===== src/rtl/pwm_burst_pkg.sv =====
package pwm_burst_pkg;
   typedef enum logic {
      RUN_FOREVER = 1'b0,
      RUN_BURST   = 1'b1
   } run_mode_e;
endpackage


===== src/rtl/pwm_shadow_regs.sv =====
module pwm_shadow_regs #(
   parameter int CNT_W = 16
) (
   input  logic             clk,
   input  logic             rst_n,
   input  logic             load,
   input  logic [CNT_W-1:0] per_in,
   input  logic [CNT_W-1:0] wid_in,
   input  logic             pol_in,
   output logic [CNT_W-1:0] per_sh,
   output logic [CNT_W-1:0] wid_sh,
   output logic             pol_sh
);
   // Captured at run start and at each period boundary only
   always_ff @(posedge clk) begin
      if (!rst_n) begin
         per_sh <= '0;
         wid_sh <= '0;
         pol_sh <= 1'b0;
      end else if (load) begin
         per_sh <= per_in;
         wid_sh <= wid_in;
         pol_sh <= pol_in;
      end
   end
endmodule


===== src/rtl/pwm_period_counter.sv =====
module pwm_period_counter #(
   parameter int CNT_W = 16
) (
   input  logic             clk,
   input  logic             rst_n,
   input  logic             clr,
   input  logic             run,
   input  logic [CNT_W-1:0] per_sh,
   output logic [CNT_W-1:0] cnt_q,
   output logic             wrap
);
   localparam int EXT_W = CNT_W + 1;

   logic [EXT_W-1:0] cnt_plus1;

   assign cnt_plus1 = {1'b0, cnt_q} + EXT_W'(1);
   // A zero period behaves as a one-count period
   assign wrap      = run && (cnt_plus1 >= {1'b0, per_sh});

   always_ff @(posedge clk) begin
      if (!rst_n)      cnt_q <= '0;
      else if (clr)    cnt_q <= '0;
      else if (!run)   cnt_q <= '0;
      else if (wrap)   cnt_q <= '0;
      else             cnt_q <= cnt_plus1[CNT_W-1:0];
   end

   p_cnt_below_period_r3 : assert property (@(posedge clk) disable iff (!rst_n)
      (run && per_sh != '0) |-> (cnt_q < per_sh));
endmodule


===== src/rtl/pwm_burst_seq.sv =====
module pwm_burst_seq
   import pwm_burst_pkg::*;
#(
   parameter int BURST_W = 16
) (
   input  logic               clk,
   input  logic               rst_n,
   input  logic               start,
   input  logic               stop,
   input  logic               mode_in,
   input  logic [BURST_W-1:0] burst_in,
   input  logic               wrap,
   output logic               accept,
   output logic               busy_q,
   output logic               done_q
);
   run_mode_e          mode_q;
   logic [BURST_W-1:0] left_q;
   logic               finish;

   assign accept = start && !stop && !busy_q;
   assign finish = busy_q && wrap && (mode_q == RUN_BURST) && (left_q <= BURST_W'(1));

   always_ff @(posedge clk) begin
      if (!rst_n) begin
         busy_q <= 1'b0;
         done_q <= 1'b0;
         mode_q <= RUN_FOREVER;
         left_q <= '0;
      end else begin
         if (accept) begin
            busy_q <= 1'b1;
            done_q <= 1'b0;
            mode_q <= run_mode_e'(mode_in);
            left_q <= burst_in;
         end else if (stop) begin
            busy_q <= 1'b0;
         end else if (finish) begin
            busy_q <= 1'b0;
            done_q <= 1'b1;
         end else if (busy_q && wrap && left_q != '0) begin
            left_q <= left_q - BURST_W'(1);
         end
      end
   end

   p_start_clears_done_r2 : assert property (@(posedge clk) disable iff (!rst_n)
      (start && !stop && !busy_q) |=> (busy_q && !done_q));
   p_done_at_burst_end_r6 : assert property (@(posedge clk) disable iff (!rst_n)
      $rose(done_q) |-> ($past(busy_q) && !busy_q && $past(wrap)));
   p_forever_holds_r5 : assert property (@(posedge clk) disable iff (!rst_n)
      (busy_q && mode_q == RUN_FOREVER && !stop) |=> busy_q);
endmodule


===== src/rtl/pwm_burst_gen.sv =====
module pwm_burst_gen #(
   parameter int CNT_W   = 16,
   parameter int BURST_W = 16,
   parameter bit OUT_REG = 1'b1
) (
   input  logic               clk,
   input  logic               rst_n,
   input  logic               cfg_mode,
   input  logic               cfg_polarity,
   input  logic [CNT_W-1:0]   cfg_period,
   input  logic [CNT_W-1:0]   cfg_width,
   input  logic [BURST_W-1:0] cfg_burst,
   input  logic               start,
   input  logic               stop,
   output logic               pwm_out,
   output logic               busy,
   output logic               done
);
   if (CNT_W < 2) begin : g_bad_cnt_w
      $error("pwm_burst_gen: CNT_W must be at least 2");
   end
   if (BURST_W < 1) begin : g_bad_burst_w
      $error("pwm_burst_gen: BURST_W must be at least 1");
   end

   logic             accept, wrap, busy_q, done_q;
   logic [CNT_W-1:0] per_sh, wid_sh, cnt_q;
   logic             pol_sh, level;

   pwm_burst_seq #(.BURST_W(BURST_W)) u_seq (
      .clk(clk), .rst_n(rst_n), .start(start), .stop(stop),
      .mode_in(cfg_mode), .burst_in(cfg_burst), .wrap(wrap),
      .accept(accept), .busy_q(busy_q), .done_q(done_q)
   );

   pwm_shadow_regs #(.CNT_W(CNT_W)) u_shadow (
      .clk(clk), .rst_n(rst_n), .load(accept || wrap),
      .per_in(cfg_period), .wid_in(cfg_width), .pol_in(cfg_polarity),
      .per_sh(per_sh), .wid_sh(wid_sh), .pol_sh(pol_sh)
   );

   pwm_period_counter #(.CNT_W(CNT_W)) u_cnt (
      .clk(clk), .rst_n(rst_n), .clr(accept), .run(busy_q),
      .per_sh(per_sh), .cnt_q(cnt_q), .wrap(wrap)
   );

   // Active phase first; polarity flips both levels
   assign level = busy_q ? ((cnt_q < wid_sh) ^ pol_sh) : cfg_polarity;
   assign busy  = busy_q;
   assign done  = done_q;

   if (OUT_REG) begin : g_out_reg
      logic out_q, seen_q;
      always_ff @(posedge clk) begin
         if (!rst_n) begin
            out_q  <= 1'b0;
            seen_q <= 1'b0;
         end else begin
            out_q  <= level;
            seen_q <= 1'b1;
         end
      end
      assign pwm_out = out_q;

      p_idle_level_r1 : assert property (@(posedge clk) disable iff (!rst_n)
         (seen_q && !busy_q && !$past(busy_q)) |-> (pwm_out == $past(cfg_polarity)));
   end else begin : g_out_comb
      assign pwm_out = level;
   end

   p_stop_halts_r8 : assert property (@(posedge clk) disable iff (!rst_n)
      (busy_q && stop) |=> (!busy_q && !done_q));
   p_restart_ignored_r10 : assert property (@(posedge clk) disable iff (!rst_n)
      (busy_q && start && !stop && !wrap) |=> (cnt_q == $past(cnt_q) + CNT_W'(1)));
endmodule


===== config.mk =====
export PLATFORM = sky130hd
export DESIGN_NAME = pwm_burst_gen
export DESIGN_NICKNAME = d
export VERILOG_FILES = /design/src/rtl/pwm_burst_pkg.sv /design/src/rtl/pwm_shadow_regs.sv /design/src/rtl/pwm_period_counter.sv /design/src/rtl/pwm_burst_seq.sv /design/src/rtl/pwm_burst_gen.sv
export SDC_FILE = /design/constraint.sdc
export NUM_CORES = 1
export LEC_CHECK = 0
export ABC_CLOCK_PERIOD_IN_PS = 3150
export CORE_MARGIN = 1.5
export CORE_UTILIZATION = 50
export DETAILED_ROUTE_END_ITERATION = 10
export PLACE_DENSITY = 0.77
export SKIP_CTS_REPAIR_TIMING = 1
export SLEW_MARGIN = 25
export SYNTH_ARGS = -nofsm -noshare
export SYNTH_HDL_FRONTEND = slang
export SYNTH_SLANG_ARGS = --single-unit

===== constraint.sdc =====
create_clock -name clk -period 3.15 [get_ports clk]
set_input_delay 0.7875 -clock clk [delete_from_list [all_inputs] [get_ports clk]]
set_output_delay 0.7875 -clock clk [all_outputs]
set_load 0.005 [all_outputs]

After elaboration in Yosys (flattened, before gate mapping)
Cells that the tools add are included.
{"block": "op_classes", "n_mux": 8, "order_cmp": 3, "addsub": 2, "n_bitwise": 4, "reduce_logical": 17, "eq_ne": 2}
{"cell": "16-bit two-way mux", "n": 4}
{"cell": "16-bit by 1-bit adder with 17-bit output, second input constant", "n": 1}
{"cell": "17-bit by 16-bit greater-or-equal comparator with 1-bit output", "n": 1}
{"cell": "16-bit by 1-bit less-or-equal comparator with 1-bit output, second input constant", "n": 1}
{"cell": "16-bit < comparator", "n": 1}
{"cell": "16-bit nonzero test", "n": 1}
{"cell": "16-bit by 1-bit subtractor with 16-bit output, second input constant", "n": 1}
{"cell": "1-bit logical AND", "n": 7}
{"cell": "1-bit two-way mux", "n": 4}
{"cell": "4-bit OR reduction", "n": 1}
{"cell": "1-bit NOT", "n": 3}
{"cell": "3-bit AND reduction", "n": 1}
{"cell": "3-bit nonzero test", "n": 1}
{"cell": "1-bit logical NOT", "n": 2}
{"cell": "2-bit by 1-bit inequality test with 1-bit output, second input constant", "n": 1}
{"cell": "2-bit inequality test, second input constant", "n": 1}
{"cell": "2-bit AND reduction", "n": 1}
{"cell": "2-bit nonzero test", "n": 1}
{"cell": "2-bit OR reduction", "n": 1}
{"cell": "1-bit logical OR", "n": 1}
{"cell": "1-bit XOR", "n": 1}
{"block": "totals", "input_bits": 54, "out_inout_bits": 3, "ff_bits": 69}

Longest topological paths before layout
{"block": "logic_depth", "word_depth": 9, "mapped_depth": 16, "depth_no_buf": 14}

Cells and area by module
A second synthesis with hierarchy kept.
{"block": "hier_totals", "cells_unflattened": 452, "hier_area_um2": 4050.1}
{"mod": "pwm_shadow_regs", "area_each_um2": 1280.0, "cells_each": 106, "n_inst": 1}
{"mod": "pwm_period_counter", "area_each_um2": 1194.9, "cells_each": 148, "n_inst": 1}
{"mod": "pwm_burst_seq", "area_each_um2": 1113.6, "cells_each": 133, "n_inst": 1}
{"mod": "pwm_burst_gen", "area_each_um2": 461.7, "cells_each": 65, "n_inst": 1}

Least setup slack after synthesis
No wires, ideal clock.
{"block": "synth_path", "kind": "flip-flop to flip-flop", "start": "register u_cnt.cnt_q[0]", "end": "register u_cnt.cnt_q[14]", "path_buffers": 2, "stages_incl_launch_ff": 16, "setup_time_ns": 0.065, "setup_slack_ns": 0.029, "t_arrival_ns": 3.056, "path_cell_list": "dfxtp_1 -> ha_1 -> nand3_1 -> nor2_4 -> nand4_4 -> nor2_1 -> xor2_1 -> ha_1 -> a21oi_1 -> o21ai_0 -> a211oi_1 -> a21oi_1 -> buf_2 -> or4_4 -> buf_6 -> nor2b_1"}
{"block": "synth_between", "elab_chain_len": 4}
{"element": "from (decl)", "line": "pwm_period_counter.sv:9", "text": "output logic [CNT_W-1:0] cnt_q,"}
{"element": "from (signal assigned)", "line": "pwm_period_counter.sv:25", "text": "else cnt_q <= cnt_plus1[CNT_W-1:0];"}
{"element": "16-bit by 1-bit adder with 17-bit output", "line": "pwm_period_counter.sv:16", "text": "assign cnt_plus1 = {1'b0, cnt_q} + EXT_W'(1);"}
{"element": "via u_cnt.cnt_plus1[12]", "line": "pwm_period_counter.sv:14", "text": "logic [EXT_W-1:0] cnt_plus1;"}
{"element": "17-bit by 16-bit greater-or-equal comparator with 1-bit output", "line": "pwm_period_counter.sv:18", "text": "assign wrap = run && (cnt_plus1 >= {1'b0, per_sh});"}
{"element": "1-bit logical AND", "line": "pwm_period_counter.sv:18"}
{"element": "4-bit OR reduction (no source line)"}
The timed path passes the listed nets, and every way through them passes these cells.
A chain may end at the register's enable or synchronous reset.

Final worst setup path
{"block": "layout_path", "start": "register u_cnt.cnt_q[1]", "end": "register u_seq.left_q[7]"}
{"block": "layout_between", "elab_chain_len": 8, "word_cells_on_any_way": 10}
{"element": "16-bit by 1-bit adder with 17-bit output *", "line": "pwm_period_counter.sv:16"}
{"element": "via u_cnt.cnt_plus1[11]", "line": "pwm_period_counter.sv:14"}
{"element": "17-bit by 16-bit greater-or-equal comparator with 1-bit output *", "line": "pwm_period_counter.sv:18"}
{"element": "1-bit logical AND *", "line": "pwm_period_counter.sv:18"}
{"element": "1-bit logical AND *", "line": "pwm_burst_seq.sv:22, pwm_burst_seq.sv:41"}
{"element": "1-bit logical AND (2 in a row)", "line": "pwm_burst_seq.sv:22", "text": "assign finish = busy_q && wrap && (mode_q == RUN_BURST) && (left_q <= BURST_W'(1));"}
{"element": "2-bit inequality test (no source line)"}
{"element": "3-bit AND reduction (no source line) *"}
{"element": "to (signal assigned)", "line": "pwm_burst_seq.sv:35", "text": "left_q <= burst_in;"}
{"element": "to (signal assigned)", "line": "pwm_burst_seq.sv:42", "text": "left_q <= left_q - BURST_W'(1);"}
{"element": "to (decl)", "line": "pwm_burst_seq.sv:18", "text": "logic [BURST_W-1:0] left_q;"}
The timed path passes the listed nets; every way through them passes the cells marked *.

==> parameters.txt <==
Parameter                              Value

Run status
  Run status ... finished, violations left
  Violated checks ... setup timing

Yosys
  Synthesis warning total ... 0
  Post-synth net total ... roughly 570
  Post-synth EDFFs ... 0
  Post-synthesis cell area ... around 0.004 sq mm
  Average cell area after synthesis ... just over 8 sq um
  Synth unique cells ... just over 50
  Synthesis-stage register bit count ... 69
  Proportion of synthesized chip area in sequential cells ... around a third
  Async S/R FF share, synth ... 0%
  Top_reg_cell synth ... sky130_fd_sc_hd__dfxtp_1
  Synth Instances ... ~480

Placed design
  Post-DP HPWL ... 6940 microns
  Worst slack at placement ... -277 ps
  RePlAce Congestion ... 0.913
  IO buf count ... 56
  Cell area after placement ... 0.00473 sq mm

Detailed routing
  Average detailed-routed wire length per instance ... 16.3 microns
  Final antenna-violating net count ... 0
  Vias after detailed routing ... approximately 3900
  Drt first-iter violations ... around 270
  Post-detailed-route DRC marker count ... 0
  Drt total wl ... between 10000 and 15000 microns
  Vias per inst ... about 5.8
  TritonRoute pass-1 iters ... 4

Power
  Power density cells ... 407 mW/mm^2
  LEAKAGE ... between 2 and 2.5 nW
  Maximum VDD drop ... roughly 0.26 mV

STA
  Final setup skew ... ~7.6 ps
  PnR worst setup slack ... -61.7 ps
  Worst Max-Slew Pin Slew ... a little over 700 ps
  Highest Clock Rate ... approximately 310 MHz
  Max Slew Vio Count ... 0
  Post-route fraction of the period consumed by the critical path ... 102%
  Time the final worst path needs with I/O delays and setup ... between 3000 and 4000 ps
  Setup violators final ... 3
  Max_slew headroom ... 52.5%
  Summed negative setup slack over all endpoints ... -149 ps
  Unrepaired setup endpoints after global routing ... yes
  Number of hold violations in the final report ... 0

Worst setup path
  Category of the critical setup timing path ... register to register
  Crit path capture type ... register
  Highest net fanout along the worst path ... 7
  Req. time, crit path ... approximately 3400 ps
  Signal arrival time at the worst endpoint ... ~3400 ps
  Kind of launch point of the worst setup path ... register

Clock network
  Number of buffers inserted during clock tree synthesis ... 9
  CTS Sinks ... roughly 70
  Htree depth ... 3
  Clk slew on worst S/H paths ... around 80 ps
  Clock Root Buffer ... sky130_fd_sc_hd__clkbuf_8
  Clock tree from TritonCTS ... built
  Worst-Skew Late Latency ... between 300 and 400 ps
  Clock tree buffer depth ... 2

Global route
  Aggregate global routing overflow ... 0
  Global-route usage over all layers ... a little under a quarter
  Number of global-route vias before repair ... 3554
  Number of antenna violations at the first check in global routing ... 0
  Largest net degree at the start of global routing ... 77
  Global-route wire length before repair ... roughly 16000 microns

Worst hold path
  Hold/Removal Path Class ... register to register

Floorplanning
  Initial cell density of the core ... between 50% and 60%
  Placeable Area ... 0.00769 sq mm
  Ports ... 57
  Std cell rows ... 32
  Full die area ... about 0.0084 sq mm
  Height of the chip ... approximately 90 microns
  X dimension of the die ... 91.8 microns

Job
  # Max-Cap Violations ... 0

Final layout
  Total non-filler cell area in the finished layout ... 0.00538 sq mm
  Share of final-layout standard cells stronger than drive strength 1 ... about a fifth
  Post-Route Utilization ... about 70%
  Area of combinational cells with multiple inputs ... between 0.002 and 0.003 sq mm
  Area growth from synthesis to layout ... 36.5%
  Diode insertion count for antenna repair ... 0
  Filler Cells Inserted ... ~570
  Number of nets in the finished design ... 650
  Sequential cell area ... between 0.001 and 0.0015 sq mm
[Yosys cell counts, types with 3 or more instances]
master	count	area [sq um]
sky130_fd_sc_hd__ha_1	34	425
sky130_fd_sc_hd__inv_1	38	143
sky130_fd_sc_hd__o21ai_1	15	75.1
sky130_fd_sc_hd__dfxtp_1	69	1380
sky130_fd_sc_hd__or4_1	5	37.5
sky130_fd_sc_hd__xor2_1	13	114
sky130_fd_sc_hd__clkbuf_1	24	90.1
sky130_fd_sc_hd__a31oi_1	5	31.3
sky130_fd_sc_hd__or3_1	4	25.0
sky130_fd_sc_hd__nor2b_1	14	87.6
sky130_fd_sc_hd__o2111ai_1	4	35.0
sky130_fd_sc_hd__buf_6	3	33.8
sky130_fd_sc_hd__xnor2_1	9	78.8
sky130_fd_sc_hd__a211oi_1	6	45.0
sky130_fd_sc_hd__nor3_1	5	25.0
sky130_fd_sc_hd__nor4_1	5	31.3
sky130_fd_sc_hd__nand4_1	42	263
sky130_fd_sc_hd__nor2_1	25	93.8
sky130_fd_sc_hd__nand2b_1	4	25.0
sky130_fd_sc_hd__o31ai_1	3	22.5
sky130_fd_sc_hd__a21oi_1	15	75.1
sky130_fd_sc_hd__nand2_1	48	180
sky130_fd_sc_hd__o21ai_0	32	160
sky130_fd_sc_hd__nand3_1	12	60.1
sky130_fd_sc_hd__a21o_1	8	60.1
sky130_fd_sc_hd__o211ai_1	5	37.5
[where the power goes]
| part | internal [mW] | switching, mW |
|---|---|---|
| logic | 0.202 | 0.226 |
| clock network | 0.466 | 0.343 |
| registers | 0.916 | 0.0392 |
[cell usage in the layout (no fill, tap or decap), types with 6 or more instances in the layout]
master                            netlist  routed
sky130_fd_sc_hd__dfxtp_1               69      62
sky130_fd_sc_hd__clkdlybuf4s50_1        0      55
sky130_fd_sc_hd__nand2_1               48      45
sky130_fd_sc_hd__nand4_1               42      42
sky130_fd_sc_hd__inv_1                 38      38
sky130_fd_sc_hd__buf_4                  0      34
sky130_fd_sc_hd__ha_1                  34      33
sky130_fd_sc_hd__o21ai_0               32      32
sky130_fd_sc_hd__nor2_1                25      22
sky130_fd_sc_hd__nor2b_1               14      14
sky130_fd_sc_hd__o21ai_1               15      14
sky130_fd_sc_hd__xor2_1                13      13
sky130_fd_sc_hd__a21oi_1               15      13
sky130_fd_sc_hd__clkbuf_8               0      10
sky130_fd_sc_hd__nand3_1               12       9
sky130_fd_sc_hd__a21o_1                 8       8
sky130_fd_sc_hd__xnor2_1                9       6
[worst paths after layout]
path / cells after the start / to / start / slack, ps
max: 17 / u_seq.left_q[7] / u_cnt.cnt_q[1] / -60
max reg2reg: 17 / u_seq.left_q[7] / u_cnt.cnt_q[1] / -60
min: 2 / u_shadow.per_sh[13] / u_shadow.per_sh[13] / 470
min reg2reg: 2 / u_shadow.per_sh[13] / u_shadow.per_sh[13] / 470
[final cells by class]
class	instances	area share, %
Clock buffer	10	2.56
Clock inverter	6	1.60
Inverter	39	2.72
Multi-Input combinational cell	343	46.8
Sequential cell	69	26.0
Tap cell	102	2.37
Timing Repair Buffer	100	18.0
[flip-flops by register name, summed over array words and instances, names as in the netlist]
register         flops
u_shadow.pol_sh      1
u_seq.mode_q         1
u_seq.left_q        16
pwm_out              1
u_cnt.cnt_q         16
u_seq.done_q         1
u_shadow.per_sh     16
u_seq.busy_q         1
u_shadow.wid_sh     16
[metal layers]
metal / vias to the layer above / GRT usage [%] / wire length (microns)
met5: - / 0 / 0
met2: 95 / 40.8 / 5610
met3: 36 / 2.90 / 411
met1: 1837 / 28.3 / 4530
met4: 0 / 9.10 / 322
li1: 1887 / - / -
[per-stage QoR]
stage / cells / total power, mW / hold WS (ps)
6_report: 669 / 2.19 / 468
5_1_grt: 669 / 2.27 / 489
4_1_cts: 651 / 2.13 / 462
3_5_place_dp: 635 / 1.33 / 451
3_3_place_gp: 635 / 1.32 / 448
2_1_floorplan: 478 / 1.19 / 439
[critical path, cell delays in order (launching register included)]
cell and delay [ps]:
sky130_fd_sc_hd__dfxtp_4 380, sky130_fd_sc_hd__nand2_4 60, sky130_fd_sc_hd__nor3_4 210, sky130_fd_sc_hd__and3_4 240, sky130_fd_sc_hd__nand3_4 90, sky130_fd_sc_hd__xnor2_2 180
sky130_fd_sc_hd__ha_1 330, sky130_fd_sc_hd__nand4_1 150, sky130_fd_sc_hd__nor4_2 330, sky130_fd_sc_hd__o21ai_2 120, sky130_fd_sc_hd__o211ai_4 90, sky130_fd_sc_hd__buf_8 150
sky130_fd_sc_hd__buf_6 100, sky130_fd_sc_hd__o21ai_4 60, sky130_fd_sc_hd__buf_12 180, sky130_fd_sc_hd__buf_8 120, sky130_fd_sc_hd__o31ai_4 200, sky130_fd_sc_hd__a31oi_1 100
[cell families after synthesis]
group | count (synthesis) | synth area share, %
AND/OR/NAND/NOR | 177 | 24.3
AO/OA/AOI/OAI | 106 | 17.4
flip-flops | 69 | 35.0
buffers and inverters | 68 | 7.11
adder cells (fa/ha/maj) | 34 | 10.8
XOR/XNOR | 22 | 4.89
multiplexers | 2 | 0.508
Power figures use the tool's default switching activity.
